**src/rtl/baud_clk_gen.sv**
```systemverilog
module baud_clk_gen #(
  parameter int DIV_W = 11,
  parameter int PRE_W = 2
) (
  input  logic             clk,
  input  logic             rst,
  input  logic [DIV_W-1:0] div_field,
  input  logic             pre_div4,
  input  logic             rx_src_ext,
  input  logic             tx_src_ext,
  input  logic             ext_rx_clk,
  input  logic             ext_tx_clk,
  output logic             baud_clk,
  output logic             rx_clk,
  output logic             tx_clk
);
  localparam logic [PRE_W-1:0] PRE_LAST = '1;

  logic [PRE_W-1:0] pre_cnt;
  logic [DIV_W-1:0] cnt;
  logic             tick;
  logic             term;
  logic             clk_q;

  // one tick per half period of the prescaled clock
  assign tick = !pre_div4 || (pre_cnt == PRE_LAST);
  assign term = tick && (cnt == '0);

  always_ff @(posedge clk) begin
    if (rst) pre_cnt <= '0;
    else     pre_cnt <= pre_cnt + 1'b1;
  end

  always_ff @(posedge clk) begin
    if (rst)       cnt <= '0;
    else if (term) cnt <= div_field;
    else if (tick) cnt <= cnt - 1'b1;
  end

  always_ff @(posedge clk) begin
    if (rst)       clk_q <= 1'b0;
    else if (term) clk_q <= ~clk_q;
  end

  assign baud_clk = clk_q;
  assign rx_clk   = rx_src_ext ? ext_rx_clk : clk_q;
  assign tx_clk   = tx_src_ext ? ext_tx_clk : clk_q;
endmodule


```
**config.mk**
```make
export PLATFORM = sky130hd
export DESIGN_NAME = baud_clk_gen
export DESIGN_NICKNAME = d
export VERILOG_FILES = /design/src/rtl/baud_clk_gen.sv
export SDC_FILE = /design/constraint.sdc
export NUM_CORES = 1
export LEC_CHECK = 0
export BUFFER_PORTS_ARGS = -buffer_cell sky130_fd_sc_hd__buf_2
export CORE_MARGIN = 4
export CORE_UTILIZATION = 54
export CTS_BUF_LIST = sky130_fd_sc_hd__clkbuf_4
export DETAILED_ROUTE_END_ITERATION = 10
export PLACE_DENSITY = 0.8
export SETUP_SLACK_MARGIN = 0.15
export SLEW_MARGIN = 15
export SYNTH_ARGS = -nofsm -noshare
export SYNTH_HDL_FRONTEND = slang
export SYNTH_SLANG_ARGS = --single-unit
```
**constraint.sdc**
```tcl
create_clock -name clk -period 1.8 [get_ports clk]
set_input_delay 0.09 -clock clk [delete_from_list [all_inputs] [get_ports clk]]
set_output_delay 0.09 -clock clk [all_outputs]
set_load 0.02 [all_outputs]
```
# Word-level counts from Yosys, hierarchy flattened
# Index checks and enable logic that the tools add are counted.
word_totals:
  regBits: 14
  input_bits: 18
  elab_cells: 16
op_classes:
  add_sub_neg: 2
  eq_ne: 1
  mux: 4
  n_bitwise: 1
  n_reduce_logical: 5
op_table:
  columns: ["cell", "count"]
  rows:
  - ["11-bit 2-to-1 mux", 2]
  - ["11-bit zero test", 1]
  - ["11-bit by 1-bit subtractor with 11-bit output (second input constant)", 1]
  - ["2-bit by 1-bit adder with 2-bit output (second input constant)", 1]
  - ["2-bit equality test (second input constant)", 1]
  - ["1-bit 2-to-1 mux", 2]
  - ["2-bit nonzero test", 1]
  - ["1-bit logical AND", 1]
  - ["1-bit zero test", 1]
  - ["1-bit logical OR", 1]
  - ["1-bit NOT", 1]

# Longest topological paths before layout
# Gate-level depths: netlist of run 1.
logic_depth:
  depth_word: 4
  depth_mapped: 7
  depth_no_buf: 6

# Least setup slack after synthesis of run 1
# No wires, ideal clock.
synth_timing:
  path_type: "register to register"
  startpoint: "register cnt[0]"
  endpoint: "register cnt[3]"
  setup_time_ns: 0.132
  arrival_ns: 1.512
  required_time_ns: 1.668
  path_slack_ns: 0.156
  path_stages_with_launch: 8
  n_path_buf: 1
  path_cell_list: "dfxtp_1 > inv_1 > ha_1 > nor4b_4 > nand4_1 > buf_6 > a31oi_1 > a21oi_1"
synth_via:
  elab_chain_cells: 3
  elab_cells_between_ends: 6
  classes_between: "1 x add/sub; 2 x mux; 3 x reduce/logical"
synth_lines:
  columns: ["item", "line_no", "rtl"]
  rows:
  - ["start: declaration", "20", "logic [DIV_W-1:0] cnt;"]
  - ["start signal: assignment", "36", "else if (term) cnt <= div_field;"]
  - ["start signal: assignment", "37", "else if (tick) cnt <= cnt - 1'b1;"]
  - ["11-bit by 1-bit subtractor with 11-bit output / 11-bit zero test (equally long branches)", "37, 27", null]
  - ["11-bit 2-to-1 mux / 1-bit logical AND (equally long branches)", "37, 27", null]
  - ["11-bit 2-to-1 mux / 2-bit nonzero test (equally long branches)", null, null]
# Several ways; a longest one is shown, not always the timed one. The select of a mux whose other input is x is not followed.
# A chain may end at the register's enable or synchronous reset.

# Worst setup path in the final report of run 1
layout_timing:
  startpoint: "register cnt[0]"
  endpoint: "register cnt[9]"
# The elaborated chain is that of the path after synthesis.

==> impl_metrics.csv, run 1 <==
group,metric,value,unit
critical_path,cp_max_fo,3,
power_and_ir_drop,clockPowerShare,0.109,
placement,dp.cells,142,
yosys,ys_seq_area_frac,0.3142,
die,coreArea,0.001541,mm²
global_routing,antenna_found_initial,0,
sta,min_period_over_period,0.9185,
yosys,synth_top_area_frac,0.3142,
worst_hold_path,worstHoldPathType,"in -> reg",
layout,layout-drive-gt1-share,0.4478,
global_routing,gr-total-overflow,0,
global_routing,grt_max_degree,16,
routing,wl,2436,µm
power_and_ir_drop,internal_power,0.0009734,W
yosys,synth.avg_cell_area,8.746,µm²
power_and_ir_drop,p_per_area,1386,mW/mm²
die,die_h,48.65,µm
clocking,cts_tree,"yes",
sta,rsz0062_at_grt,"yes",
die,die_area,0.002366,mm²
sta,final_hold_viol_count,0,
sta,setup_viol,0,
yosys,syn_nets,123,
critical_path,cp.arrival,1.84,ns
placement,port_buffers,20,
global_routing,grt_pass1_vias,846,
global_routing,grt_pass1_wl,3746,µm
global_routing,grt_usage,0.1943,
routing,drc,0,
power_and_ir_drop,combPwrFrac,0.577,
yosys,async_reset_ff_frac,0,
yosys,synth_cell_types,37,
layout,stdcell_count,150,
clocking,cts_sinks,14,
die,die_w,48.65,µm
clocking,clock_path_buffers,2,
sta,tightest_slew,0.6121,ns
layout,final_cell_mix,"21 x buf_2, 11 x dfxtp_1, 10 x nor2_1",
yosys,netlist_area,892.1,µm²
clocking,cts_hold_buf,0,
sta,max_freq,604.8,MHz
clocking,cts.clk_slew.worst_paths,0.08,ns
routing,drt_pass1_iterations,4,
layout,num-fill-cells,105,
layout,final_util,0.7857,
clocking,clk_latency,0.28,ns
layout,syn2layout_area_growth,35.76,%
sta,layout_min_cycle_time,1.653,ns
placement,dp_hpwl,1568,µm
critical_path,cp-end-kind,"register",
layout,mostFrequentLayoutCell,"buf_2",
yosys,synthCells,102,
clocking,cts-buffers-inserted,3,
sta,skew,0.003393,ns
critical_path,critPathLaunchType,"register",
routing,first_iter_violations,30,
clocking,cts_root_buf,"clkbuf_4",
run,cap_violations,0,
power_and_ir_drop,p_sw,0.0007052,W
yosys,synth_warnings,0,
outcome,status,"finished, final reports clean",
power_and_ir_drop,peakVddDrop,0.9216,mV
yosys,synthFlopType,"dfxtp_1",
routing,vias,925,
yosys,ys_seq_elements,14,
sta,tns,0,ns
power_and_ir_drop,switching_share,0.4201,
clocking,h-tree-depth,1,
critical_path,path_class,"reg -> reg",
routing,ant_nets,0,
yosys,yosys.area.top_type,"dfxtp_1",
critical_path,cp.required,1.99,ns
routing,drt-wirelength-per-cell,16.24,µm
power_and_ir_drop,p_leak,0.5340,nW
yosys,synth_edf_count,0,
sta,slew_violations,0,
power_and_ir_drop,pwr-share-seq,0.315,
placement,gp_congestion,0.9151,
die,io_pins,21,
die,start_util,0.5787,
layout,final_nets,157,
sta,slew_headroom,0.5911,
yosys,synthTopCellsByArea,"dfxtp_1 31%, mux2i_1 6.7%, ha_1 4.2%",
layout,n_antenna_cell,0,
die,core.rowCount,14,
routing,viasPerCell,6.167,
==> final cells by class <==
class	instances	area, µm²	area share
timing repair buffer	33	214.0	0.1767
multi-input combinational	77	639.4	0.5279
tap	16	20.02	0.01653
inverter	7	28.78	0.02376
clock buffer	3	22.52	0.01860
sequential	14	286.5	0.2366
==> power groups by stage <==
stage	sequential, W	clock (W)	combinational (W)
2_1_floorplan	0.000504	0	0.000573
4_1_cts	0.000514	0.000185	0.000807
5_1_grt	0.000545	0.000208	0.00106
3_3_place_gp	0.000513	0	0.000760
3_5_place_dp	0.000517	0	0.000775
6_report	0.000528	0.000183	0.000968
==> metrics by stage <==
stage	setup WS (ns)	area [µm²]	total power (W)	hold slack, ns
floorplan	0.1556	892.1	0.001078	0.1589
global placement	0.1271	1049	0.001273	0.3544
detailed placement	0.1294	1049	0.001292	0.3678
CTS	0.1547	1089	0.001506	0.07218
global route	0.04141	1211	0.001809	0.1057
finish	0.1467	1211	0.001679	0.06794
==> critical path, cell delays in order (launching register included) <==
cell and delay, ns:
dfxtp_4 0.36, buf_6 0.12, or4_4 0.52, nor3_2 0.18, a211oi_2 0.06, a2111oi_2 0.32
==> metal layers <==
layer,GRT usage,vias up,part of all wire
met2,0.3109,32,0.49
met5,0,-,0
met1,0.2491,438,0.43
li1,-,446,-
met3,0.05215,9,0.057
met4,0.06726,0,0.021
==> synthesized netlist by cell type (2+ instances only) <==
cell and count:
a211oi_1 3, a21oi_1 4, a31oi_1 4, clkbuf_1 2, dfxtp_1 14, ha_1 3, inv_1 7, mux2_2 2
mux2i_1 6, nand2_1 8, nand2b_1 2, nand4_1 3, nor2_1 10, nor2b_1 3, nor3_1 4, o21ai_1 2
o22ai_1 2, o2bb2a_2 2, o32ai_1 3
==> worst paths after layout <==
| kind | from | to | slack (ns) | cells past startpoint |
|---|---|---|---|---|
| setup / recovery | cnt[0] | cnt[9] | 0.15 | 5 |
| hold / removal | div_field[8] | cnt[8] | 0.07 | 3 |
| setup reg to reg | cnt[0] | cnt[9] | 0.15 | 5 |
| hold reg to reg | pre_cnt[0] | pre_cnt[0] | 0.42 | 1 |
==> sequential cells by signal (all words and copies together) (netlist names) <==
| signal | count |
|---|---|
| baud_clk | 1 |
| cnt | 11 |
| pre_cnt | 2 |
==> repair_timing <==
action                                  4_1_cts  5_1_grt
gates cloned                                  0        1
buffers inserted                              1        3
gates resized for setup                       4       22
pin swaps                                     0       13
endpoints found under the setup margin        5       11
==> cells by family (layout without fill, tap and decap cells) <==
kind of cell             Yosys count  in the layout  synth area share
flip-flops                        14             14            0.3142
AND/OR/NAND/NOR                   40             40            0.2749
adder cells (fa/ha/maj)            3              3           0.04208
AO/OA/AOI/OAI                     25             25            0.2104
multiplexers                       8              8           0.09257
buffers and inverters             11             43           0.05610
XOR/XNOR                           1              1          0.009819
(Power assumes the default switching activity.)
==> run 2, diff against run 1 <==
ABC_AREA = 1   (was unset)
CORE_ASPECT_RATIO = 0.75   (was unset)
CORE_UTILIZATION = 56   (was 54)
PLACE_DENSITY = 0.81   (was 0.8)
==> impl_metrics.csv, run 2 <==
group,metric,value,unit
die,io_pins,21,
sta,slew_headroom,0.7980,
outcome,status,"finished, final reports clean",
yosys,async_reset_ff_frac,0,
critical_path,cp-end-kind,"register",
yosys,synth_top_area_frac,0.2632,
sta,skew,0.001269,ns
global_routing,busiest_layer,"met2",
clocking,cts_tree,"yes",
clocking,cts_sinks,14,
routing,drc,0,
critical_path,critPathLaunchType,"register",
routing,ant_nets,0,
layout,multi_input_area,676.9,µm²
yosys,synth.avg_cell_area,7.098,µm²
clocking,clk_latency,0.29,ns
worst_hold_path,worstHoldPathType,"in -> reg",
routing,wl,2415,µm
routing,first_iter_violations,46,
layout,layout-drive-gt1-share,0.3488,
clocking,h-tree-depth,1,
global_routing,grt_pass1_vias,883,
sta,min_period_over_period,0.8460,
global_routing,met3_usage,0.06232,
yosys,yosys.cell_count.top_type,"nand2_1",
clocking,post_cts_buffers,0,
critical_path,cp.required,2.02,ns
global_routing,antenna_found_initial,0,
sta,tns,0,ns
placement,dp_hpwl,1885,µm
layout,mostFrequentLayoutCell,"nand2_1",
routing,drt_pass1_iterations,4,
clocking,cts_hold_buf,0,
layout,top_register,"cnt",
layout,final_nets,194,
routing,viasPerCell,5.294,
yosys,netlist_area,0.001065,mm²
clocking,cts-buffers-inserted,3,
global_routing,grt_usage,0.2057,
sta,layout_min_cycle_time,1.523,ns
die,core.rowCount,13,
clocking,clock_path_buffers,2,
worst_hold_path,hold_path_depth,2,
yosys,synth_edf_count,0,
critical_path,cp.arrival,1.75,ns
die,coreArea,0.001773,mm²
placement,placed_cell_area,0.001171,mm²
layout,syn2layout_area_growth,13.16,%
yosys,ys_seq_area_frac,0.2632,
sta,max_freq,656.7,MHz
yosys,synthCells,150,
die,start_util,0.6006,
yosys,synth_warnings,0,
routing,vias,1027,
die,die_h,45.77,µm
routing,drt-wirelength-per-cell,12.45,µm
sta,final_hold_viol_count,0,
yosys,syn_nets,171,
global_routing,grt_util_met1,0.2645,
global_routing,grt_max_degree,19,
yosys,synthTopCellsByArea,"dfxtp_1 26%, nand2_1 11%, inv_1 6.7%",
sta,tightest_slew,0.3026,ns
run,cap_violations,0,
layout,n_antenna_cell,0,
sta,rsz0062_at_grt,"no",
clocking,cts.clk_slew.worst_paths,0.09,ns
global_routing,gr-total-overflow,0,
layout,stdcell_area,0.001205,mm²
layout,num-fill-cells,144,
power_and_ir_drop,peakVddDrop,0.6765,mV
yosys,synth_cell_types,24,
yosys,synthTopCellsByCount,"30 x nand2_1, 19 x inv_1, 14 x dfxtp_1",
critical_path,cp_max_fo,11,
power_and_ir_drop,p_per_area,1061,mW/mm²
critical_path,path_class,"reg -> reg",
sta,slew_violations,0,
global_routing,grt_pass1_wl,4029,µm
layout,final_util,0.6796,
global_routing,met2_usage,0.3207,
clocking,cts_resized,0,
placement,port_buffers,20,
die,die_w,58.35,µm
layout,layout.area.seq,280.3,µm²
sta,setup_viol,0,
layout,largest_reg_flops,11,
sta,hold-worst-slack,0.06139,ns
yosys,ys_seq_elements,14,
die,die_area,0.002670,mm²
layout,final_cell_mix,"29 x nand2_1, 20 x buf_2, 19 x inv_1",
placement,gp_congestion,0.9356,
power_and_ir_drop,p_leak,0.5945,nW
critical_path,reg2regPathDepth,10,
yosys,synthFlopType,"dfxtp_1",
clocking,cts_root_buf,"clkbuf_4",
yosys,yosys.area.top_type,"dfxtp_1",
## run 2: changes by cell type in the layout (fill, tap and decap cells not counted), moves of 6 or more
cell	delta
inv_1	+14
nand2_1	+21
o21ai_0	+8
nand3_1	+10
buf_4	-6
mux2i_1	-6
## run 2: where the power goes
group	switching [W]	internal, W	leakage, nW
clock network	0.000110	0.0000806	0.0154
logic	0.000410	0.000245	0.464
registers	0.0000703	0.000362	0.116
total	0.000590	0.000688	0.594
## run 2: critical path, cell delays in order (launching register included)
cell and delay, ns:
dfxtp_1 0.34, inv_1 0.13, ha_1 0.17, inv_1 0.04, nor2_1 0.11, nand2_2 0.10
nor2_4 0.14, nand2_4 0.14, nand3_1 0.12, nand2_1 0.06, a21oi_1 0.11
## run 2: per-stage QoR
stage / cells / power, W / setup WS (ns)
3_5_place_dp: 190 / 0.001077 / 0.2192
5_1_grt: 194 / 0.001380 / 0.1572
6_report: 194 / 0.001278 / 0.2772
4_1_cts: 194 / 0.001270 / 0.1898
3_3_place_gp: 190 / 0.001044 / 0.3217
2_1_floorplan: 150 / 0.0009528 / 0.4474
## run 2: cell families (layout without fill, tap and decap cells)
| logic type | after synthesis | in the layout | synth area share |
|---|---|---|---|
| DFF | 14 | 14 | 0.2632 |
| AOI/OAI and AO/OA | 26 | 26 | 0.1575 |
| and+or+nand+nor | 79 | 79 | 0.4195 |
| buffers and inverters | 26 | 48 | 0.1081 |
| xor gates and xnor gates | 2 | 2 | 0.01645 |
| adders and majority gates | 3 | 3 | 0.03526 |
## run 2: final cells by class
| class | count | share of cell area |
|---|---|---|
| multi-input combinational | 110 | 0.5618 |
| sequential | 14 | 0.2326 |
| clock inverter | 1 | 0.003115 |
| tap | 22 | 0.02285 |
| clock buffer | 3 | 0.01869 |
| timing repair buffer | 21 | 0.08930 |
| inverter | 23 | 0.07165 |
## run 2: layer usage
metal  part of all wire  up-vias
li1                   -      526
met1               0.43      446
met2               0.45       51
met3               0.10        4
met4              0.016        0
met5                  0        -
## run 2: path summary, 6_finish.rpt
path / from / end / slack, ns
min: rst / cnt[6] / 0.06
min reg2reg: pre_cnt[0] / pre_cnt[0] / 0.43
max reg2reg: cnt[1] / cnt[8] / 0.28
max: cnt[1] / cnt[8] / 0.28
==> run 3, diff against run 2 <==
ABC_AREA = 0   (was 1)
CORE_ASPECT_RATIO = unset   (was 0.75)
CORE_UTILIZATION = 54   (was 56)
PLACE_DENSITY = 0.8   (was 0.81)
clock period = 1.45 ns   (was 1.8 ns; I/O delays follow)
==> impl_metrics.csv, run 3 (same netlist as run 1, synthesis figures left out) <==
group,metric,value,unit
outcome,violations,"negative setup slack",
layout,final_util,0.8839,
clocking,clock_path_buffers,2,
critical_path,cp-end-kind,"register",
power_and_ir_drop,peakVddDrop,1.307,mV
routing,drt_pass1_iterations,5,
routing,ant_nets,0,
outcome,status,"finished with violations",
die,coreArea,0.001541,mm²
die,die_h,48.65,µm
clocking,h-tree-depth,1,
layout,final_nets,176,
critical_path,cp.required,1.60,ns
layout,mostFrequentLayoutCell,"buf_4",
sta,final.setup.worst_slack,-0.2413,ns
critical_path,critPathLaunchType,"register",
critical_path,setup.worst_path.start,"cnt[1]",
global_routing,antenna_found_initial,0,
worst_hold_path,worstHoldPathType,"in -> reg",
sta,skew,0.001728,ns
clocking,clk_latency,0.27,ns
critical_path,cp_max_fo,5,
layout,top_register,"cnt",
sta,slew_headroom,0.6532,
sta,final_hold_viol_count,0,
routing,drt-wirelength-per-cell,19.95,µm
power_and_ir_drop,p_leak,0.6320,nW
clocking,cts_root_buf,"clkbuf_4",
layout,largest_reg_flops,11,
global_routing,grt_usage,0.2641,
sta,setup_viol,12,
die,start_util,0.5787,
layout,n_antenna_cell,0,
routing,wl,3372,µm
clocking,cts.clk_slew.worst_paths,0.08,ns
clocking,cts_tree,"yes",
global_routing,grt_max_degree,16,
routing,vias,1121,
sta,slew_violations,0,
run,cap_violations,0,
critical_path,cp.arrival,1.84,ns
layout,syn2layout_area_growth,52.74,%
sta,min_period_over_period,1.166,
die,die_area,0.002366,mm²
routing,first_iter_violations,83,
sta,max_freq,591.3,MHz
die,core.rowCount,14,
placement,dp_hpwl,2094,µm
routing,viasPerCell,6.633,
global_routing,grt_pass1_vias,1106,
global_routing,grt_pass1_wl,5050,µm
clocking,cts_hold_buf,0,
clocking,cts-buffers-inserted,3,
clocking,cts_sinks,14,
worst_hold_path,hp-start,"div_field[7]",
global_routing,gr-total-overflow,0,
die,die_w,48.65,µm
critical_path,r2r-start,"cnt[1]",
routing,drc,0,
critical_path,path_class,"reg -> reg",
placement,port_buffers,20,
sta,layout_min_cycle_time,1.691,ns
placement,gp_congestion,0.8816,
sta,tns,-2.049,ns
sta,rsz0062_at_grt,"yes",
die,io_pins,21,
sta,tightest_slew,0.5191,ns
power_and_ir_drop,p_per_area,1777,mW/mm²
layout,layout-drive-gt1-share,0.5294,
layout,final_cell_mix,"28 x buf_4, 21 x buf_2, 10 x nor2_1, 10 x dfxtp_1, 8 x nand2_1",
==> run 3: cell count changes in the layout (fill, tap and decap cells not counted), sizes merged, moves of 4 or more <==
cell	before	now
buf	21	52
nand2	39	8
inv	23	7
nand3	16	1
o21ai	14	2
a21oi	12	4
nor2	18	10
mux2i	0	6
nor3	0	5
a31oi	0	4
nand3b	4	0
==> run 3: through the flow <==
step	hold WS [ns]	instance area, µm²	setup WS, ns	power (W)	cells
floorplan	0.1414	910.9	-0.1061	0.001362	102
global placement	0.3498	1200	-0.1713	0.001799	158
detailed placement	0.3457	1200	-0.2195	0.001859	158
CTS	0.06102	1321	-0.1710	0.002250	166
global route	0.08618	1363	-0.3382	0.002558	169
finish	0.06609	1363	-0.2413	0.002421	169
==> run 3: area by class of cell <==
cell class	instances	area [µm²]
Fill cell	80	178.9
Sequential cell	14	287.8
Tap cell	16	20.02
Timing Repair Buffer	52	357.8
Multi-Input combinational cell	77	645.6
Inverter	7	28.78
Clock buffer	3	22.52
==> run 3: timing repair <==
item                       CTS  global route
setup endpoints to repair   12            12
cloned                       1             0
buffers inserted             4             3
gates resized for setup     15             3
pin swaps                    7             5
==> run 3: power by group <==
group	total, W	switching (W)	internal [W]
combinational	0.00158	0.000765	0.000812
clock	0.000218	0.000122	0.0000961
sequential	0.000626	0.000131	0.000496
total	0.00242	0.00102	0.00140
==> run 3: metal layers <==
layer,GRT usage,up-vias,part of all wire,wire length (µm)
li1,-,487,-,-
met1,0.3177,502,0.36,1219
met2,0.4587,98,0.48,1622
met3,0.05215,34,0.11,360
met4,0.09417,0,0.050,169
met5,0,-,0,0
==> run 3: path summary, 6_finish.rpt <==
| kind | slack [ns] | to | cells after the start |
|---|---|---|---|
| setup / recovery | -0.24 | cnt[4] | 7 |
| hold / removal | 0.07 | cnt[7] | 3 |
| setup reg to reg | -0.24 | cnt[4] | 7 |
| hold reg to reg | 0.44 | pre_cnt[0] | 1 |
==> run 3: critical path, cell delays in order (launching register included) <==
cell     delay [ns]
dfxtp_2        0.34
inv_2          0.08
ha_4           0.14
nor4b_4        0.22
nand4_1        0.22
buf_2          0.24
a21oi_1        0.22
o32ai_1        0.11
